`config.mk`:
```
export PLATFORM = sky130hd
export DESIGN_NAME = bitclk_burst_gen
export DESIGN_NICKNAME = d
export VERILOG_FILES = /design/src/rtl/bitclk_burst_pkg.sv /design/src/rtl/bitclk_down_counter.sv /design/src/rtl/bitclk_adjust_detector.sv /design/src/rtl/bitclk_burst_gen.sv
export SDC_FILE = /design/constraint.sdc
export NUM_CORES = 1
export LEC_CHECK = 0
export BUFFER_PORTS_ARGS = -buffer_cell sky130_fd_sc_hd__buf_4
export CORE_MARGIN = 2
export CORE_UTILIZATION = 38
export DETAILED_ROUTE_END_ITERATION = 8
export PLACE_DENSITY_LB_ADDON = 0.12
export SLEW_MARGIN = 5
export SYNTH_ARGS = -nofsm -noshare
export SYNTH_HDL_FRONTEND = slang
export SYNTH_SLANG_ARGS = --single-unit
```
`constraint.sdc`:
```
create_clock -name clk -period 1.4 [get_ports clk]
set_clock_uncertainty 0.2 [all_clocks]
set_input_delay 0.14 -clock clk [delete_from_list [all_inputs] [get_ports clk]]
set_output_delay 0.14 -clock clk [all_outputs]
set_load 0.02 [all_outputs]
```
`src/rtl/bitclk_burst_pkg.sv`:
```
package bitclk_burst_pkg;

    typedef enum logic [1:0] {
        PH_IDLE = 2'd0,
        PH_MAIN = 2'd1,
        PH_ADJ  = 2'd2
    } phase_e;

    typedef struct packed {
        phase_e phase;
        logic   done;
    } ctl_t;

endpackage

```
`src/rtl/bitclk_down_counter.sv`:
```
module bitclk_down_counter #(
    parameter int W = 4
) (
    input  logic         clk,
    input  logic         rst_n,
    input  logic         load_i,
    input  logic [W-1:0] load_val_i,
    input  logic         step_i,
    output logic         last_o
);
    logic [W-1:0] cnt_d, cnt_q;

    always_comb begin
        cnt_d = cnt_q;
        if (load_i) begin
            cnt_d = load_val_i;
        end else if (step_i && (cnt_q != '0)) begin
            cnt_d = cnt_q - W'(1);
        end
    end

    always_ff @(posedge clk) begin
        if (!rst_n) cnt_q <= '0;
        else        cnt_q <= cnt_d;
    end

    assign last_o = (cnt_q == W'(1));

    // the phase logic never steps an exhausted count
    a_r2_no_underflow: assert property (@(posedge clk) disable iff (!rst_n)
        (step_i && !load_i) |-> (cnt_q != '0));

endmodule

```
`src/rtl/bitclk_adjust_detector.sv`:
```
module bitclk_adjust_detector (
    input  logic clk,
    input  logic rst_n,
    input  logic accept_i,
    input  logic mem_i,
    input  logic main_last_i,
    output logic fire_o
);
    logic pend_d, pend_q;

    always_comb begin
        pend_d = pend_q;
        if (accept_i)         pend_d = mem_i;
        else if (main_last_i) pend_d = 1'b0;
    end

    always_ff @(posedge clk) begin
        if (!rst_n) pend_q <= 1'b0;
        else        pend_q <= pend_d;
    end

    assign fire_o = main_last_i && pend_q;

    // correction fires at most once per marked request
    a_r4_single_fire: assert property (@(posedge clk) disable iff (!rst_n)
        fire_o |=> !fire_o);

endmodule

```
`src/rtl/bitclk_burst_gen.sv`:
```
module bitclk_burst_gen #(
    parameter int SHORT_LEN = 8,
    parameter int LONG_LEN  = 12
) (
    input  logic clk,
    input  logic rst_n,
    input  logic trig_i,
    input  logic long_sel_i,
    input  logic mem_xfer_i,
    output logic bit_en_o,
    output logic adj_en_o,
    output logic done_o
);
    import bitclk_burst_pkg::*;

    localparam int ADJ_LEN = LONG_LEN - SHORT_LEN;
    localparam int CNT_W   = $clog2(LONG_LEN + 1);

    ctl_t             st_d, st_q;
    logic             accept, main_last, cnt_last, fire;
    logic             cnt_load, cnt_step;
    logic [CNT_W-1:0] cnt_val, main_len;

    assign accept    = trig_i && (st_q.phase == PH_IDLE);
    assign main_last = (st_q.phase == PH_MAIN) && cnt_last;
    assign main_len  = (mem_xfer_i || !long_sel_i) ? CNT_W'(SHORT_LEN)
                                                   : CNT_W'(LONG_LEN);

    bitclk_adjust_detector i_detect (
        .clk         (clk),
        .rst_n       (rst_n),
        .accept_i    (accept),
        .mem_i       (mem_xfer_i),
        .main_last_i (main_last),
        .fire_o      (fire)
    );

    bitclk_down_counter #(.W(CNT_W)) i_count (
        .clk        (clk),
        .rst_n      (rst_n),
        .load_i     (cnt_load),
        .load_val_i (cnt_val),
        .step_i     (cnt_step),
        .last_o     (cnt_last)
    );

    always_comb begin
        st_d      = st_q;
        st_d.done = 1'b0;
        cnt_load  = accept || fire;
        cnt_val   = fire ? CNT_W'(ADJ_LEN) : main_len;
        cnt_step  = (st_q.phase != PH_IDLE);
        unique case (st_q.phase)
            PH_IDLE: begin
                if (trig_i) st_d.phase = PH_MAIN;
            end
            PH_MAIN: begin
                if (cnt_last) begin
                    if (fire) begin
                        st_d.phase = PH_ADJ;
                    end else begin
                        st_d.phase = PH_IDLE;
                        st_d.done  = 1'b1;
                    end
                end
            end
            PH_ADJ: begin
                if (cnt_last) begin
                    st_d.phase = PH_IDLE;
                    st_d.done  = 1'b1;
                end
            end
            default: st_d.phase = PH_IDLE;
        endcase
    end

    always_ff @(posedge clk) begin
        if (!rst_n) begin
            st_q.phase <= PH_IDLE;
            st_q.done  <= 1'b0;
        end else begin
            st_q <= st_d;
        end
    end

    assign bit_en_o = (st_q.phase != PH_IDLE);
    assign adj_en_o = (st_q.phase == PH_ADJ);
    assign done_o   = st_q.done;

    // strobe sits right after the final pulse, with the enable low
    a_r6_done_after_burst: assert property (@(posedge clk) disable iff (!rst_n)
        done_o |-> ($past(bit_en_o) && !bit_en_o));
    // strobe lasts one cycle
    a_r6_done_single: assert property (@(posedge clk) disable iff (!rst_n)
        done_o |=> !done_o);
    // correction pulses are part of the burst
    a_r4_adj_inside: assert property (@(posedge clk) disable iff (!rst_n)
        adj_en_o |-> bit_en_o);
    // correction joins the main run with no gap
    a_r4_adj_no_gap: assert property (@(posedge clk) disable iff (!rst_n)
        $rose(adj_en_o) |-> $past(bit_en_o));
    // an idle trigger starts pulsing next cycle
    a_r7_start_next: assert property (@(posedge clk) disable iff (!rst_n)
        accept |=> bit_en_o);

endmodule

```
### Word-level counts from Yosys, hierarchy flattened

Cells that the tools add are included.

| cells by class | value |
|---|---|
| add/sub/neg operators | 1 |
| eq/ne operators | 6 |
| mux-type cells | 13 |
| reductions and logical operators | 13 |

Operator list:

| cell | count |
|---|---|
| two-way mux 4 bit | 3 |
| two-way mux 3 bit | 3 |
| case mux 2 bit (3 select lines) | 1 |
| nonzero test 2 bit | 3 |
| equality test 4 x 1 -> 1 bit (second input constant) | 1 |
| logical AND 1 bit | 4 |
| two-way mux 2 bit | 2 |
| != test 2 bit (second input constant) | 2 |
| nonzero test 4 bit | 1 |
| subtractor 4 x 1 -> 4 bit (second input constant) | 1 |
| two-way mux 1 bit | 3 |
| AND reduction 3 bit | 1 |
| equality test 2 x 1 -> 1 bit (second input constant) | 1 |
| equality test 2 bit (second input constant) | 1 |
| zero test 2 bit | 1 |
| logical OR 1 bit | 2 |
| != test 2 x 1 -> 1 bit (second input constant) | 1 |
| case mux 1 bit (2 select lines) | 1 |
| zero test 1 bit | 1 |

| storage, ports and cells | value |
|---|---|
| flip-flop bits (word level) | 8 |
| output and inout bits | 3 |
| word-level logic and storage cells | 37 |

### Depth between registers and ports, before layout

| depth | value |
|---|---|
| word-level depth | 6 |
| depth in mapped cells | 5 |

### Hierarchy

Synthesis repeated with hierarchy kept, for this count alone.

| second synthesis, totals | value |
|---|---|
| cells, all modules | 71 |
| area total of the unflattened synthesis | 585.6 µm² |

Modules (own cells, without submodules):

| module | instances | cells each | area an instance (µm²) | seq. area each (µm²) |
|---|---|---|---|---|
| bitclk_down_counter | 1 | 35 | 271.5 | 80.1 |
| bitclk_burst_gen | 1 | 32 | 269.0 | 60.1 |
| bitclk_adjust_detector | 1 | 4 | 45.0 | 20.0 |

### Least setup slack after synthesis

Ideal clock, no wire load.

| timing | value |
|---|---|
| path type | register -> register |
| from | register st_q[1] in the netlist's numbering |
| to | register i_count.cnt_q[2] |
| library setup time | 117 ps |
| arrival time | 1220 ps |
| setup slack | -137 ps |
| cell stages (with the launch flop) | 6 |
| buffers on the path | 0 |
| period minus slack after synthesis | 1537 ps |
| path through | dfxtp_1 inv_1 ha_1 nor4b_1 nor3_1 o2bb2ai_1 |

| between the ends | value |
|---|---|
| word-level cells in the longest chain between the ends | 5 |
| elaborated cells between the ends (all ways) | 11 |
| those cells by class | eq/ne (1); mux (2); reduce/logical (8) |

Ends and longest elaborated chain:

| what | RTL line | RTL |
|---|---|---|
| start: declaration | bitclk_burst_gen.sv:19 | `ctl_t st_d, st_q;` |
| start signal: assignment | bitclk_burst_gen.sv:82 | `st_q <= st_d;` |
| equality test 2 x 1 -> 1 bit | bitclk_burst_gen.sv:25 | `assign main_last = (st_q.phase == PH_MAIN) && cnt_last;` |
| logical AND 1 bit | bitclk_burst_gen.sv:25 |  |
| logical AND 1 bit | bitclk_adjust_detector.sv:22 | `assign fire_o = main_last_i && pend_q;` |
| two-way mux 4 bit or logical OR 1 bit (tied branches) | bitclk_burst_gen.sv:51, bitclk_burst_gen.sv:50 |  |
| two-way mux 4 bit or nonzero test 2 bit (tied branches) | -- |  |
| end signal: assignment | bitclk_down_counter.sv:24 | `else cnt_q <= cnt_d;` |
| end: declaration | bitclk_down_counter.sv:11 | `logic [W-1:0] cnt_d, cnt_q;` |

Several ways; a longest one is shown, not always the timed one.
A chain may end at the register's enable or synchronous reset.

### Worst setup path after layout

| timing | value |
|---|---|
| from | register i_count.cnt_q[1] |
| to | register i_count.cnt_q[2] |

| between the ends | value |
|---|---|
| word-level cells in the longest chain between the ends | 5 |
| elaborated cells between the ends (all ways) | 11 |
| those cells by class | add/sub (1); eq/ne (1); mux (3); reduce/logical (6) |

Ends and longest elaborated chain:

| what |
|---|
| branches (longest 5 deep; another with subtractor 4 x 1 -> 4 bit) |

Several ways; the timed one is not identified. The select of a mux whose other input is x is not followed.

==> results.json <==
{
  "report.final.slew_viol_count": 0,
  "htreeDepth": 1,
  "hold_depth": 4,
  "fin_nets": 103,
  "drive_gt1_frac": 0.636,
  "status": "complete, but fails checks",
  "core_area_mm2": 0.00132,
  "critical_path.startpoint_type": "flop",
  "yosysWarnings": 0,
  "die_x_um": 41.7,
  "final_core_util": 0.740,
  "async_reset_ff_frac": 0,
  "worst-path-max-fanout": 4,
  "final.setup.worst_slack_ns": -0.0599,
  "worstSetupEndpointType": "flop",
  "antenna_found_initial": 0,
  "rsz0062_at_grt": "yes",
  "ys_ff_latch": 8,
  "dp_slack_ns": -0.118,
  "drc": 0,
  "grt_max_degree": 9,
  "cts_inserted_buffers": 3,
  "synthFlopType": "dfxtp_1",
  "synth_top_area_share": 0.297,
  "r2r-start": "i_count.cnt_q[1]",
  "final_antenna_net_count": 0,
  "final_area_um2": 975,
  "gr-usage-all-layers": 0.186,
  "insertion_delay_ns": 0.25,
  "num_vias": 523,
  "ir_drop_uv": 930,
  "hp-class": "input pin to flop",
  "cap_violations": 0,
  "place_area_um2": 731,
  "ys_types": 24,
  "synth_area_leaders": "dfxtp_1, ha_1, mux2i_1",
  "syn_nets": 73,
  "start_util": 0.409,
  "hold_viol_final": 0,
  "r2r_cells": 6,
  "setup_viol": 9,
  "violations": "negative setup slack",
  "chipHeight_um": 41.7,
  "port_buffers": 7,
  "min_from": "mem_xfer_i",
  "cts_root_buffer": "clkbuf_4",
  "cp.required_ns": 1.34,
  "reg2reg_to": "i_count.cnt_q[2]",
  "clk_path_buf_depth": 2,
  "clock_sinks": 8,
  "syn_area_per_cell_um2": 8.99,
  "synth_common_cells": "dfxtp_1, ha_1, inv_1, nand2_1",
  "ios": 8,
  "routed_wl_um": 1500,
  "clk_pin_slew_worst_paths_ns": 0.06,
  "dp_hpwl_um": 882,
  "cts_tree": "yes",
  "rrSetupSlack_ns": -0.06,
  "synth_top_area_cell": "dfxtp_1",
  "drtIter0Drc": 6,
  "grt_pass1_wl_um": 2500,
  "worst_pin_slew_ns": 0.402,
  "syn_to_final_growth_pct": 80.7,
  "fmax_ghz": 0.685,
  "n_antenna_cell": 0,
  "place.gp.congestion": 0.794,
  "arrival_ns": 1.40,
  "viasPerCell": 5.08,
  "rows": 13,
  "dr.pass1.iters": 4,
  "worstHoldEndpoint": "i_detect.pend_q",
  "path_class": "flop to flop",
  "synth_edf_count": 0,
  "maxSlewHeadroom": 0.732,
  "period_share": 1.04,
  "power.density_mw_per_mm2": 1760,
  "synth_seq_area_share": 0.297,
  "leakage_nw": 0.423,
  "dieArea_mm2": 0.00174,
  "grt.overflow.total": 0,
  "wl_per_cell_um": 14.5,
  "syn-cell-area_um2": 539,
  "period_minus_slack_ns": 1.46,
  "syn-instance-count": 60,
  "first_global_vias": 547
}
registers in the layout, summed over array words and instances, names as in the netlist:
register and count:
st_q 2, done_o 1, i_count.cnt_q 4, i_detect.pend_q 1
critical path, cell delays in order, from the launching register on:
cell and delay, ns:
dfxtp_2 0.33, inv_4 0.07, buf_6 0.11, ha_4 0.14, nor4b_4 0.27, nor3_1 0.08
o2bb2ai_1 0.13
repair_timing:
action | CTS | global route
buffers inserted | 4 | 5
setup endpoints to repair | 10 | 10
hold buffers | 1 | 0
resized for setup | 29 | 14
endpoints found under the hold margin | 2 | 0
pin swaps | 8 | 4
where the power goes:
| group | leakage (nW) | internal (mW) | switching, mW |
|---|---|---|---|
| sequential | 0.0672 | 0.295 | 0.105 |
| clock | 0.0138 | 0.0982 | 0.0797 |
| combinational | 0.342 | 0.630 | 0.509 |
worst max path at each step:
stage | start | endpoint | slack [ns] | cells after the start
final | i_count.cnt_q[1] | i_count.cnt_q[2] | -0.06 | 6
after global routing | i_count.cnt_q[1] | st_q[1] | -0.10 | 6
after CTS | i_count.cnt_q[1] | st_q[1] | -0.06 | 6
after detailed placement | i_count.cnt_q[1] | st_q[1] | -0.12 | 5
after global placement | i_count.cnt_q[1] | st_q[1] | -0.11 | 5
after floorplan | st_q[1] | i_count.cnt_q[2] | 0.01 | 5
layout by cell type, fill, tap and decap left out, types with 2 or more instances in the layout:
master	instances
buf_4	17
buf_6	8
ha_4	6
nand2_1	5
mux2i_1	4
dfxtp_1	4
dfxtp_2	4
inv_4	3
nor2_1	3
a21oi_2	3
clkbuf_4	3
inv_2	2
a211o_1	2
nor2b_1	2
ha_1	2
cell families (layout without fill, tap and decap cells):
| group | Yosys count | after routing | synth area share |
|---|---|---|---|
| AND/OR/NAND/NOR | 19 | 19 | 0.200 |
| AO/OA/AOI/OAI | 13 | 13 | 0.179 |
| adder cells (fa/ha/maj) | 8 | 8 | 0.186 |
| flip-flops | 8 | 8 | 0.297 |
| buffers and inverters | 7 | 35 | 0.0487 |
| multiplexers | 4 | 4 | 0.0742 |
| XOR/XNOR | 1 | 1 | 0.0162 |
layer usage:
metal  part of all wire  up-vias  wire length (um)  global-route usage
met1               0.48      235               720               0.260
met5                  0        -                 0                   0
met3              0.056        4                83              0.0435
met4              0.015        0                23              0.0387
met2               0.45       14               667               0.291
li1                   -      270                 -                   -
area by class of cell:
type / count / area [um2]
clock buffer: 3 / 22.5
fill: 92 / 343
tap: 15 / 18.8
sequential: 8 / 165
inverter: 6 / 30.0
multi-input combinational: 45 / 510
timing repair buffer: 26 / 228
through the flow:
stage,cells,total power [mW],hold WS (ns),TNS (ns)
after CTS,100,1.55,0.00606,-0.192
after global routing,103,1.84,0.0369,-0.665
after detailed placement,93,1.12,0.260,-0.699
after floorplan,60,0.832,0.158,0
after global placement,93,1.11,0.255,-0.603
final,103,1.72,0.00492,-0.289
Note: power is estimated with default switching activity, not from simulation.
